==> config.mk <==
export PLATFORM = sky130hd
export DESIGN_NAME = evt_timer
export DESIGN_NICKNAME = d
export VERILOG_FILES = /design/src/rtl/evt_timer_pkg.sv /design/src/rtl/evt_main_counter.sv /design/src/rtl/evt_channel.sv /design/src/rtl/evt_irq_route.sv /design/src/rtl/evt_timer.sv
export SDC_FILE = /design/constraint.sdc
export NUM_CORES = 2
export LEC_CHECK = 0
export BUFFER_PORTS_ARGS = -buffer_cell sky130_fd_sc_hd__buf_2
export CORE_UTILIZATION = 64
export CTS_CLUSTER_DIAMETER = 100
export DETAILED_ROUTE_END_ITERATION = 8
export HOLD_SLACK_MARGIN = 0.03
export PLACE_DENSITY = 0.89
export SYNTH_ARGS = -nofsm -noshare
export SYNTH_HDL_FRONTEND = slang
export SYNTH_HIERARCHICAL = 1
export SYNTH_SLANG_ARGS = --single-unit
==> constraint.sdc <==
create_clock -name clk -period 4.4 [get_ports clk]
set_input_delay 0.22 -clock clk [delete_from_list [all_inputs] [get_ports clk]]
set_output_delay 0.22 -clock clk [all_outputs]
set_load 0.01 [all_outputs]
==> src/rtl/evt_timer_pkg.sv <==
`timescale 1ns/1ps
package evt_timer_pkg;
    localparam int DATA_W = 32;
    localparam int CNT_W  = 64;
    localparam int ADDR_W = 10;

    localparam logic [ADDR_W-1:0] A_CAP_LO = 10'h000;
    localparam logic [ADDR_W-1:0] A_CAP_HI = 10'h004;
    localparam logic [ADDR_W-1:0] A_GEN    = 10'h010;
    localparam logic [ADDR_W-1:0] A_STS    = 10'h020;
    localparam logic [ADDR_W-1:0] A_CNT_LO = 10'h0F0;
    localparam logic [ADDR_W-1:0] A_CNT_HI = 10'h0F4;

    // channel slots are 32 bytes wide starting at 0x100
    localparam int CH_SLOT_LSB = 5;
    localparam int CH_BASE_IDX = 8;

    localparam logic [1:0] R_CFG   = 2'd0;
    localparam logic [1:0] R_RCAP  = 2'd1;
    localparam logic [1:0] R_CMPLO = 2'd2;
    localparam logic [1:0] R_CMPHI = 2'd3;

    localparam int B_LEVEL = 1;
    localparam int B_IEN   = 2;
    localparam int B_PER   = 3;
    localparam int B_PCAP  = 4;
    localparam int B_VSET  = 6;
    localparam int B_F32   = 8;
    localparam int B_ROUTE = 9;

    localparam logic [7:0] CAP_REV = 8'h01;

    typedef enum logic [1:0] {
        SEQ_DIRECT = 2'd0,
        SEQ_FIRST  = 2'd1,
        SEQ_PERIOD = 2'd2
    } seq_state_e;
endpackage

==> src/rtl/evt_main_counter.sv <==
`timescale 1ns/1ps
module evt_main_counter
    import evt_timer_pkg::*;
(
    input  logic              clk,
    input  logic              rst_n,
    input  logic              en,
    input  logic              wr_lo,
    input  logic              wr_hi,
    input  logic [DATA_W-1:0] wdata,
    output logic [CNT_W-1:0]  cnt
);
    always_ff @(posedge clk or negedge rst_n) begin
        if (!rst_n) begin
            cnt <= '0;
        end else if (wr_lo) begin
            cnt[DATA_W-1:0] <= wdata;
        end else if (wr_hi) begin
            cnt[CNT_W-1:DATA_W] <= wdata;
        end else if (en) begin
            cnt <= cnt + 1'b1;
        end
    end
endmodule

==> src/rtl/evt_channel.sv <==
`timescale 1ns/1ps
module evt_channel
    import evt_timer_pkg::*;
#(
    parameter bit                   PCAP      = 1'b1,
    parameter int                   NUM_LINES = 4,
    parameter logic [NUM_LINES-1:0] RCAP      = '1,
    localparam int                  RW        = $clog2(NUM_LINES)
) (
    input  logic              clk,
    input  logic              rst_n,
    input  logic [CNT_W-1:0]  cnt,
    input  logic              cnt_en,
    input  logic              cfg_we,
    input  logic              cmp_lo_we,
    input  logic              cmp_hi_we,
    input  logic [DATA_W-1:0] wdata,
    output logic [DATA_W-1:0] cfg_rd,
    output logic [CNT_W-1:0]  cmp_rd,
    output logic              fire,
    output logic              is_level,
    output logic              irq_en,
    output logic [RW-1:0]     route
);
    seq_state_e seq_q, seq_d;

    logic              level_q, ien_q, per_q, f32_q, armed_q;
    logic [RW-1:0]     route_q;
    logic [CNT_W-1:0]  cmp_q, period_q;
    logic [DATA_W-1:0] stage_lo_q;

    logic              commit, match, vset_req;
    logic [CNT_W-1:0]  commit_val, next_cmp;
    logic [RW-1:0]     route_wr;

    assign commit     = cmp_hi_we | (cmp_lo_we & f32_q);
    assign commit_val = f32_q ? {{(CNT_W-DATA_W){1'b0}}, wdata} : {wdata, stage_lo_q};
    assign match      = cnt_en & armed_q &
                        (f32_q ? (cnt[DATA_W-1:0] == cmp_q[DATA_W-1:0]) : (cnt == cmp_q));
    assign vset_req   = cfg_we & PCAP & wdata[B_PER] & wdata[B_VSET];
    assign route_wr   = wdata[B_ROUTE +: RW];
    assign next_cmp   = f32_q ? {{(CNT_W-DATA_W){1'b0}}, cmp_q[DATA_W-1:0] + period_q[DATA_W-1:0]}
                              : cmp_q + period_q;

    // load-sequence state register
    always_ff @(posedge clk or negedge rst_n) begin
        if (!rst_n) seq_q <= SEQ_DIRECT;
        else        seq_q <= seq_d;
    end

    always_comb begin
        seq_d = seq_q;
        unique case (seq_q)
            SEQ_DIRECT: if (vset_req) seq_d = SEQ_FIRST;
            SEQ_FIRST:  if (commit)   seq_d = SEQ_PERIOD;
            SEQ_PERIOD: if (commit)   seq_d = SEQ_DIRECT;
            default:                  seq_d = SEQ_DIRECT;
        endcase
    end

    // register and comparator updates driven by the sequence state
    always_ff @(posedge clk or negedge rst_n) begin
        if (!rst_n) begin
            level_q    <= 1'b0;
            ien_q      <= 1'b0;
            per_q      <= 1'b0;
            f32_q      <= 1'b0;
            route_q    <= '0;
            cmp_q      <= '0;
            period_q   <= '0;
            stage_lo_q <= '0;
            armed_q    <= 1'b0;
        end else begin
            if (cfg_we) begin
                level_q <= wdata[B_LEVEL];
                ien_q   <= wdata[B_IEN];
                per_q   <= PCAP & wdata[B_PER];
                f32_q   <= wdata[B_F32];
                if (RCAP[route_wr]) route_q <= route_wr;
            end
            if (cmp_lo_we) stage_lo_q <= wdata;
            if (commit && seq_q == SEQ_PERIOD) period_q <= commit_val;
            if (commit && seq_q != SEQ_PERIOD) begin
                cmp_q   <= commit_val;
                armed_q <= 1'b1;
            end else if (match) begin
                if (per_q) cmp_q   <= next_cmp;
                else       armed_q <= 1'b0;
            end
        end
    end

    always_comb begin
        cfg_rd                = '0;
        cfg_rd[B_LEVEL]       = level_q;
        cfg_rd[B_IEN]         = ien_q;
        cfg_rd[B_PER]         = per_q;
        cfg_rd[B_PCAP]        = PCAP;
        cfg_rd[B_F32]         = f32_q;
        cfg_rd[B_ROUTE +: RW] = route_q;
    end

    assign cmp_rd   = cmp_q;
    assign fire     = match;
    assign is_level = level_q;
    assign irq_en   = ien_q;
    assign route    = route_q;
endmodule

==> src/rtl/evt_irq_route.sv <==
`timescale 1ns/1ps
module evt_irq_route #(
    parameter int  NUM_CH    = 3,
    parameter int  NUM_LINES = 4,
    localparam int RW        = $clog2(NUM_LINES)
) (
    input  logic                   clk,
    input  logic                   rst_n,
    input  logic [NUM_CH-1:0]      fire,
    input  logic [NUM_CH-1:0]      level,
    input  logic [NUM_CH-1:0]      ien,
    input  logic [NUM_CH-1:0]      sts,
    input  logic [NUM_CH*RW-1:0]   route_flat,
    output logic [NUM_CH-1:0]      ch_irq,
    output logic [NUM_LINES-1:0]   irq_line
);
    logic [NUM_CH-1:0] pulse_q;

    always_ff @(posedge clk or negedge rst_n) begin
        if (!rst_n) pulse_q <= '0;
        else        pulse_q <= fire & ~level & ien;
    end

    assign ch_irq = (level & sts & ien) | (~level & pulse_q);

    always_comb begin
        irq_line = '0;
        for (int c = 0; c < NUM_CH; c++) begin
            irq_line[route_flat[c*RW +: RW]] = irq_line[route_flat[c*RW +: RW]] | ch_irq[c];
        end
    end
endmodule

==> src/rtl/evt_timer.sv <==
`timescale 1ns/1ps
module evt_timer
    import evt_timer_pkg::*;
#(
    parameter int                            NUM_CH    = 3,
    parameter int                            NUM_LINES = 4,
    parameter logic [DATA_W-1:0]             TICK_FS   = 32'd10_000_000,
    parameter logic [NUM_CH-1:0]             PER_CAP   = 3'b011,
    parameter logic [NUM_CH*NUM_LINES-1:0]   ROUTE_CAP = 12'hCF3
) (
    input  logic                 clk,
    input  logic                 rst_n,
    input  logic                 bus_wr,
    input  logic                 bus_rd,
    input  logic [ADDR_W-1:0]    bus_addr,
    input  logic [DATA_W-1:0]    bus_wdata,
    output logic [DATA_W-1:0]    bus_rdata,
    output logic [NUM_CH-1:0]    ch_irq,
    output logic [NUM_LINES-1:0] irq_line
);
    localparam int RW     = $clog2(NUM_LINES);
    localparam int SLOT_W = ADDR_W - CH_SLOT_LSB;

    logic                 gen_en_q;
    logic [NUM_CH-1:0]    sts_q, sts_clr;
    logic [CNT_W-1:0]     cnt_q;
    logic [NUM_CH-1:0]    ch_hit, fire, level, ien;
    logic [NUM_CH*RW-1:0] route_flat;
    logic [DATA_W-1:0]    ch_cfg [NUM_CH];
    logic [CNT_W-1:0]     ch_cmp [NUM_CH];
    logic [DATA_W-1:0]    rd_next, cap_lo;

    assign cap_lo  = {18'b0, 1'b1, 5'(NUM_CH-1), CAP_REV};
    assign sts_clr = (bus_wr && bus_addr == A_STS) ? bus_wdata[NUM_CH-1:0] : '0;

    evt_main_counter u_cnt (
        .clk   (clk),
        .rst_n (rst_n),
        .en    (gen_en_q),
        .wr_lo (bus_wr && bus_addr == A_CNT_LO),
        .wr_hi (bus_wr && bus_addr == A_CNT_HI),
        .wdata (bus_wdata),
        .cnt   (cnt_q)
    );

    for (genvar i = 0; i < NUM_CH; i++) begin : g_ch
        assign ch_hit[i] = (bus_addr[ADDR_W-1:CH_SLOT_LSB] == SLOT_W'(CH_BASE_IDX + i)) &&
                           !bus_addr[4] && (bus_addr[1:0] == 2'b00);

        evt_channel #(
            .PCAP      (PER_CAP[i]),
            .NUM_LINES (NUM_LINES),
            .RCAP      (ROUTE_CAP[i*NUM_LINES +: NUM_LINES])
        ) u_ch (
            .clk       (clk),
            .rst_n     (rst_n),
            .cnt       (cnt_q),
            .cnt_en    (gen_en_q),
            .cfg_we    (bus_wr && ch_hit[i] && bus_addr[3:2] == R_CFG),
            .cmp_lo_we (bus_wr && ch_hit[i] && bus_addr[3:2] == R_CMPLO),
            .cmp_hi_we (bus_wr && ch_hit[i] && bus_addr[3:2] == R_CMPHI),
            .wdata     (bus_wdata),
            .cfg_rd    (ch_cfg[i]),
            .cmp_rd    (ch_cmp[i]),
            .fire      (fire[i]),
            .is_level  (level[i]),
            .irq_en    (ien[i]),
            .route     (route_flat[i*RW +: RW])
        );
    end

    evt_irq_route #(
        .NUM_CH    (NUM_CH),
        .NUM_LINES (NUM_LINES)
    ) u_route (
        .clk        (clk),
        .rst_n      (rst_n),
        .fire       (fire),
        .level      (level),
        .ien        (ien),
        .sts        (sts_q),
        .route_flat (route_flat),
        .ch_irq     (ch_irq),
        .irq_line   (irq_line)
    );

    always_ff @(posedge clk or negedge rst_n) begin
        if (!rst_n) begin
            gen_en_q <= 1'b0;
            sts_q    <= '0;
        end else begin
            if (bus_wr && bus_addr == A_GEN) gen_en_q <= bus_wdata[0];
            sts_q <= (sts_q & ~sts_clr) | (fire & level);
        end
    end

    always_comb begin
        rd_next = '0;
        if (bus_addr == A_CAP_LO)      rd_next = cap_lo;
        else if (bus_addr == A_CAP_HI) rd_next = TICK_FS;
        else if (bus_addr == A_GEN)    rd_next = {{(DATA_W-1){1'b0}}, gen_en_q};
        else if (bus_addr == A_STS)    rd_next = {{(DATA_W-NUM_CH){1'b0}}, sts_q};
        else if (bus_addr == A_CNT_LO) rd_next = cnt_q[DATA_W-1:0];
        else if (bus_addr == A_CNT_HI) rd_next = cnt_q[CNT_W-1:DATA_W];
        for (int i = 0; i < NUM_CH; i++) begin
            if (ch_hit[i]) begin
                case (bus_addr[3:2])
                    R_CFG:   rd_next = ch_cfg[i];
                    R_RCAP:  rd_next = {{(DATA_W-NUM_LINES){1'b0}}, ROUTE_CAP[i*NUM_LINES +: NUM_LINES]};
                    R_CMPLO: rd_next = ch_cmp[i][DATA_W-1:0];
                    default: rd_next = ch_cmp[i][CNT_W-1:DATA_W];
                endcase
            end
        end
    end

    always_ff @(posedge clk or negedge rst_n) begin
        if (!rst_n)      bus_rdata <= '0;
        else if (bus_rd) bus_rdata <= rd_next;
    end
endmodule

After elaboration in Yosys (flattened, before gate mapping)
Cells that the tools add are included.
- add/sub/neg operators: 5
- magnitude comparators: 7
- eq/ne operators: 37
- muxes and demuxes: 71
- bitwise operators: 33
- reductions and logical operators: 57
- operators with widths (cell ; number):
    two-way mux 64 bit ; 13
    two-way mux 32 bit ; 12
    case mux 32 bit (3 select lines) ; 3
    == test 64 bit ; 3
    adder 64 bit ; 2
    == test 32 bit ; 3
    adder 32 bit ; 2
    adder 64 x 1 -> 64 bit, second input constant ; 1
    logical AND 1 bit ; 30
    bitwise AND 3 bit ; 7
    == test 10 x 8 -> 1 bit, second input constant ; 2
    two-way mux 1 bit ; 20
    AND reduction 2 bit ; 10
    != test 2 x 1 -> 1 bit, second input constant ; 9
    case mux 2 bit (3 select lines) ; 3
    two-way mux 2 bit ; 8
    == test 5 x 4 -> 1 bit, second input constant ; 3
    nonzero test 2 bit ; 7
    bitwise AND 1 bit ; 13
    binary-select mux 1 bit (select 2 bit) ; 6
    < comparator 2 x 3 -> 1 bit, second input constant ; 4
    == test 10 x 3 -> 1 bit, second input constant ; 1
    == test 10 x 5 -> 1 bit, second input constant ; 1
    == test 10 x 6 -> 1 bit, second input constant ; 1
    other kinds (16) ; 46
- bits in registers: 545
- input port bits: 46
- output and inout bits: 39
- logic and storage cells: 244

Longest topological paths before layout
- depth in word-level cells: 13
- mapped depth: 14
- gate-level depth less buffers: 14

Modules after synthesis
The synthesis kept the hierarchy.
- by module, submodules not included (module ; times used ; cells an instance ; area each (um2) ; sequential area each (um2)):
    evt_channel (g_ch[0].u_ch) ; 1 ; 1324 ; 11672.4 ; 4229.1
    evt_channel (g_ch[1].u_ch) ; 1 ; 1317 ; 11606.1 ; 4229.1
    evt_channel (g_ch[2].u_ch) ; 1 ; 432 ; 5016.1 ; 2552.4
    evt_timer ; 1 ; 575 ; 4747.1 ; 900.9
    evt_main_counter ; 1 ; 518 ; 4242.8 ; 1601.5
    evt_irq_route ; 1 ; 39 ; 280.3 ; 75.1

Worst setup path after synthesis
No wires, ideal clock.
- path type: input-to-reg
- from: in bus_addr[4]
- to: reg g_ch[0].u_ch.cmp_q[49]
- setup time: 135 ps
- data arrival time: 3118 ps
- data required time: 4265 ps
- setup slack: 1147 ps
- stages: 13
- buffers on the path: 6
- path through: buf_6 or4b_4 or4_4 buf_6 buf_2 nor2_1 clkbuf_1 a21oi_1 nor2_1 or3_1 clkbuf_1 clkbuf_1 o21ai_0
- longest elaborated chain between the ends: 10
- elaborated cells on any way between the ends: 13
- those cells by class: mux (1); bitwise (2); reduce/logical (10)
- ends and longest elaborated chain (what ; RTL line ; source):
    start: declaration ; evt_timer.sv:15 ; input logic [ADDR_W-1:0] bus_addr,
    logical NOT 1 bit * ; evt_timer.sv:48 ; !bus_addr[4] && (bus_addr[1:0] == 2'b00);
    logical AND 1 bit * ; evt_timer.sv:47 ; assign ch_hit[i] = (bus_addr[ADDR_W-1:CH_SLOT_LSB] == SLOT_W'(CH_BASE_IDX + i)) &&
    logical AND 1 bit * ; evt_timer.sv:48 ;
    logical AND 1 bit * ; evt_timer.sv:60, evt_timer.sv:61 ;
    logical AND 1 bit ; evt_timer.sv:60 ; .cmp_lo_we (bus_wr && ch_hit[i] && bus_addr[3:2] == R_CMPLO),
    bitwise AND 1 bit ; evt_channel.sv:36 ; assign commit = cmp_hi_we | (cmp_lo_we & f32_q);
    bitwise OR 1 bit * ; evt_channel.sv:36 ;
    logical AND 1 bit * ; evt_channel.sv:83 ; if (commit && seq_q != SEQ_PERIOD) begin
    nonzero test 2 bit (no source line) ; n/a ;
    AND reduction 2 bit (no source line) ; n/a ;
    end signal: assignment ; evt_channel.sv:84 ; cmp_q <= commit_val;
    end signal: assignment ; evt_channel.sv:87 ; if (per_q) cmp_q <= next_cmp;
    end: declaration ; evt_channel.sv:29 ; logic [CNT_W-1:0] cmp_q, period_q;
Every way passes the cells marked *; elsewhere a longest branch is shown, timed or not.
A chain may end at the register's enable or synchronous reset.

Worst setup path in the final report
- from: reg g_ch[0].u_ch.cmp_q[0]
- to: reg g_ch[0].u_ch.cmp_q[60]
- longest elaborated chain between the ends: 5
- elaborated cells on any way between the ends: 11
- those cells by class: add/sub (1); eq/ne (2); mux (5); bitwise (1); reduce/logical (2)
- ends and longest elaborated chain (what ; RTL line ; source):
    adder 64 bit, or another cell as far along ; evt_channel.sv:43 ; : cmp_q + period_q;
    two-way mux 64 bit or two-way mux 1 bit (tied branches) ; evt_channel.sv:42, evt_channel.sv:39 ;
    two-way mux 64 bit or bitwise AND 1 bit (tied branches) ; evt_channel.sv:87, evt_channel.sv:38 ;
    two-way mux 64 bit or nonzero test 2 bit (tied branches) ; n/a ;
    two-way mux 64 bit or AND reduction 2 bit (tied branches) ; n/a ;
Several ways; a longest one is shown, not always the timed one. The select of a mux whose other input is x is not followed.

==> impl_metrics.csv <==
group,metric,value,unit
power_and_ir_drop,leakage,18.2,nW
grt,busiest_layer,"met1",
placed_design,dp_hpwl,108,mm
grt,grt_pass1_wl,221,mm
clock_network,clock_latency,0.66,ns
cells_and_area,layout.nets,4362,
setup_path,cp_num_buf_inv,1,
grt,grt_max_degree,115,
setup_path,required,4.97,ns
die,die-height,244,um
drt,drt_first_pass_iters,6,
sta,clock_skew,0.0238,ns
placed_design,gp_congestion,1.09,
drt,wl_per_cell,30.3,um
clock_network,post_cts.repair.setup_buffers,0,
setup_path,crit_fanout,4,
clock_network,clkSinkCount,543,
drt,wl,152,mm
grt,overflow,0,
logic_synthesis,synthFlopType,"dfrtp_1",
logic_synthesis,netlist_area,37600,um2
clock_network,path_clk_slew,0.06,ns
sta,fin_crit_sh,87.6,%
logic_synthesis,synth_cell_types,109,
placed_design,port_buffers,84,
drt,antenna_left,0,
logic_synthesis,synthArstFlopShare,100,%
power_and_ir_drop,peakVddDrop,0.449,mV
setup_path,crit_slowest_cell,"dfrtp_1",
cells_and_area,final_cell_mix,"540 x dfrtp_1, 508 x nand2_1, 329 x o21ai_0",
drt,drt_iter0_markers,5307,
setup_path,critPathTopFamily,"compound AO/OA/AOI/OAI gates",
sta,timing.slew.headroom,11.2,%
power_and_ir_drop,p_per_area,285,nW/um2
grt,met3_usage,19.6,%
sta,hold_violations,0,
grt,grt.total_usage,50.1,%
worst_hold_path,hold_start,"bus_wdata[27]",
sta,fin_tns_setup,0,ns
die,dieArea,59700,um2
clock_network,cts_buffers,60,
grt,use_met1,70.9,%
logic_synthesis,synth_warnings,6,
sta,holdWs,0.0688,ns
worst_hold_path,min_to,"u_cnt/cnt[27]",
setup_path,arrival,4.42,ns
die,rows,88,
logic_synthesis,synth-seq-cells,543,
clock_network,clockBufferDepth,3,
drt,drc_errors,0,
clock_network,ctsRootBufferMaster,"clkbuf_16",
worst_hold_path,hp-class,"in -> reg",
cells_and_area,drive_gt1_share,13.9,%
grt,antenna_found_initial,7,
setup_path,r2r_end,"g_ch[0].u_ch/cmp_rd[60]",
setup_path,reg2reg_slack,0.55,ns
setup_path,slowest_delay,0.44,ns
status,status,"completed",
setup_path,path_cells,"ha_1, inv_1, fa_1, and2b_1, o2111ai_1, a21oi_2, o2111ai_1, a21oi_1, o211ai_1, or3_1, o21ai_1, a41oi_1, xor2_1, o21ai_1",
setup_path,timing.rr.start,"g_ch[0].u_ch/cmp_rd[0]",
sta,worstMarginPinSlew,1.32,ns
sta,setup_violations,0,
grt,grtUsageMet2,66.4,%
sta,slew_viol_final,0,
clock_network,h-tree-depth,2,
die,io_pins,85,
setup_path,start_kind,"register",
logic_synthesis,ys_seq_area_share,36.2,%
drt,vias,35482,
logic_synthesis,synth-edff-count,0,
logic_synthesis,synthCells,4205,
setup_path,ff2ff_path_depth,14,
cells_and_area,area_growth,8.37,%
sta,fmax,0.259,GHz
die,core,57800,um2
die,initial_core_util,65.0,%
grt,grt_pass1_vias,32898,
setup_path,critPathKind,"reg -> reg",
cells_and_area,layout_commonest_cell,"dfrtp_1",
sta,grt_setup_unrepaired,"no",
logic_synthesis,synth_area_per_cell,8.93,um2
worst_hold_path,hold_depth,3,
drt,routed_via_density,7.09,
setup_path,end_kind,"register",
clock_network,cts_tree,"yes",
sta,finalCriticalPeriod,3.85,ns
run,cap_violations,0,
die,die_w,244,um
## repair_timing
action	in CTS	in global routing
endpoints found under the hold margin	110	0
hold buffers	3	0
resized for setup	0	0
## state kept, by name, indices dropped and copies added (netlist names)
register and count:
sts_q 3, g_ch.u_ch/armed_q 3, g_ch.u_ch/seq_q 4, bus_rdata 32
g_ch.u_ch/irq_en 3, g_ch.u_ch/f32_q 3, u_cnt/cnt 64, g_ch.u_ch/period_q 128
g_ch.u_ch/cmp_rd 192, gen_en_q 1, g_ch.u_ch/stage_lo_q 96, g_ch.u_ch/per_q 2
g_ch.u_ch/is_level 3, u_route/pulse_q 3, g_ch.u_ch/route 6
## report_power, final
| group | total, mW | switching [mW] | internal (mW) | leakage (nW) |
|---|---|---|---|---|
| registers | 5.12 | 0.0815 | 5.04 | 7.31 |
| clock network | 5.64 | 2.28 | 3.35 | 1.07 |
| logic | 0.826 | 0.594 | 0.232 | 9.77 |
| total | 11.6 | 2.96 | 8.63 | 18.2 |
## layout make-up
type,instances,area (um2)
Clock buffer,75,1680
Antenna cell,4,10.0
Fill cell,4449,17100
Clock inverter,38,508
Sequential cell,543,13600
Tap cell,765,957
Timing Repair Buffer,190,1340
Inverter,78,293
Multi-Input combinational cell,3314,22300
## through the flow
stage	power (mW)	setup slack, ns	std cells	instance area [um2]	utilization (%)
after global placement	5.98	0.798	4887	38500	66.6
after floorplan	5.60	1.15	4279	37800	-
after global routing	11.8	0.400	5003	40700	70.4
after detailed placement	5.99	0.728	4887	38500	66.6
after CTS	11.5	0.672	5003	40700	70.4
final	11.6	0.546	5007	40700	70.4
## layer usage
metal | up-vias | routed length [um]
met2 | 2724 | 59100
li1 | 15135 | -
met4 | 4 | 8370
met5 | - | 13
met1 | 17091 | 59900
met3 | 528 | 24600
## worst register-to-register path: cells and delay by family, from the launching register on
kind,cells,cell delay (ns)
AO/OA/AOI/OAI,8,1.82
AND/OR/NAND/NOR,2,0.66
adder cells (fa/ha/maj),2,0.62
flip-flops,1,0.44
XOR/XNOR,1,0.17
buffers and inverters,1,0.08
## how the worst max path moves through the flow
stage	cells past startpoint	start	endpoint	slack [ns]
finish	14	g_ch[0].u_ch/cmp_rd[0]	g_ch[0].u_ch/cmp_rd[60]	0.55
global placement	11	bus_addr[4]	g_ch[0].u_ch/cmp_rd[44]	0.80
global route	14	g_ch[0].u_ch/cmp_rd[0]	g_ch[0].u_ch/cmp_rd[52]	0.40
floorplan	13	bus_addr[4]	g_ch[0].u_ch/cmp_rd[49]	1.15
CTS	14	g_ch[0].u_ch/cmp_rd[0]	g_ch[0].u_ch/cmp_rd[60]	0.67
detailed placement	11	bus_addr[4]	g_ch[0].u_ch/cmp_rd[46]	0.73
## cell usage after synthesis, types with 81 or more instances
| master | n | share of area, % |
|---|---|---|
| a21oi_1 | 250 | 3.3 |
| a22oi_1 | 135 | 2.7 |
| buf_4 | 96 | 1.9 |
| clkbuf_1 | 196 | 2.0 |
| dfrtp_1 | 543 | 36 |
| ha_1 | 127 | 4.2 |
| mux2_2 | 203 | 6.1 |
| mux2i_1 | 143 | 3.8 |
| nand2_1 | 512 | 5.1 |
| nand3_1 | 120 | 1.6 |
| nand4_1 | 104 | 1.7 |
| nor2_1 | 201 | 2.0 |
| o21ai_0 | 329 | 4.4 |
| xnor2_1 | 262 | 6.1 |
| xor2_1 | 81 | 1.9 |
## logic make-up after synthesis
logic type,count (synthesis),share of synthesized area [%]
flip-flops,543,36.2
buffers and inverters,422,5.36
AO/OA/AOI/OAI,1165,20.0
AND/OR/NAND/NOR,1252,16.2
multiplexers,346,9.90
XOR/XNOR,343,8.00
adder cells (fa/ha/maj),129,4.34
other,5,0.0500
Note: power is estimated with default switching activity, not from simulation.
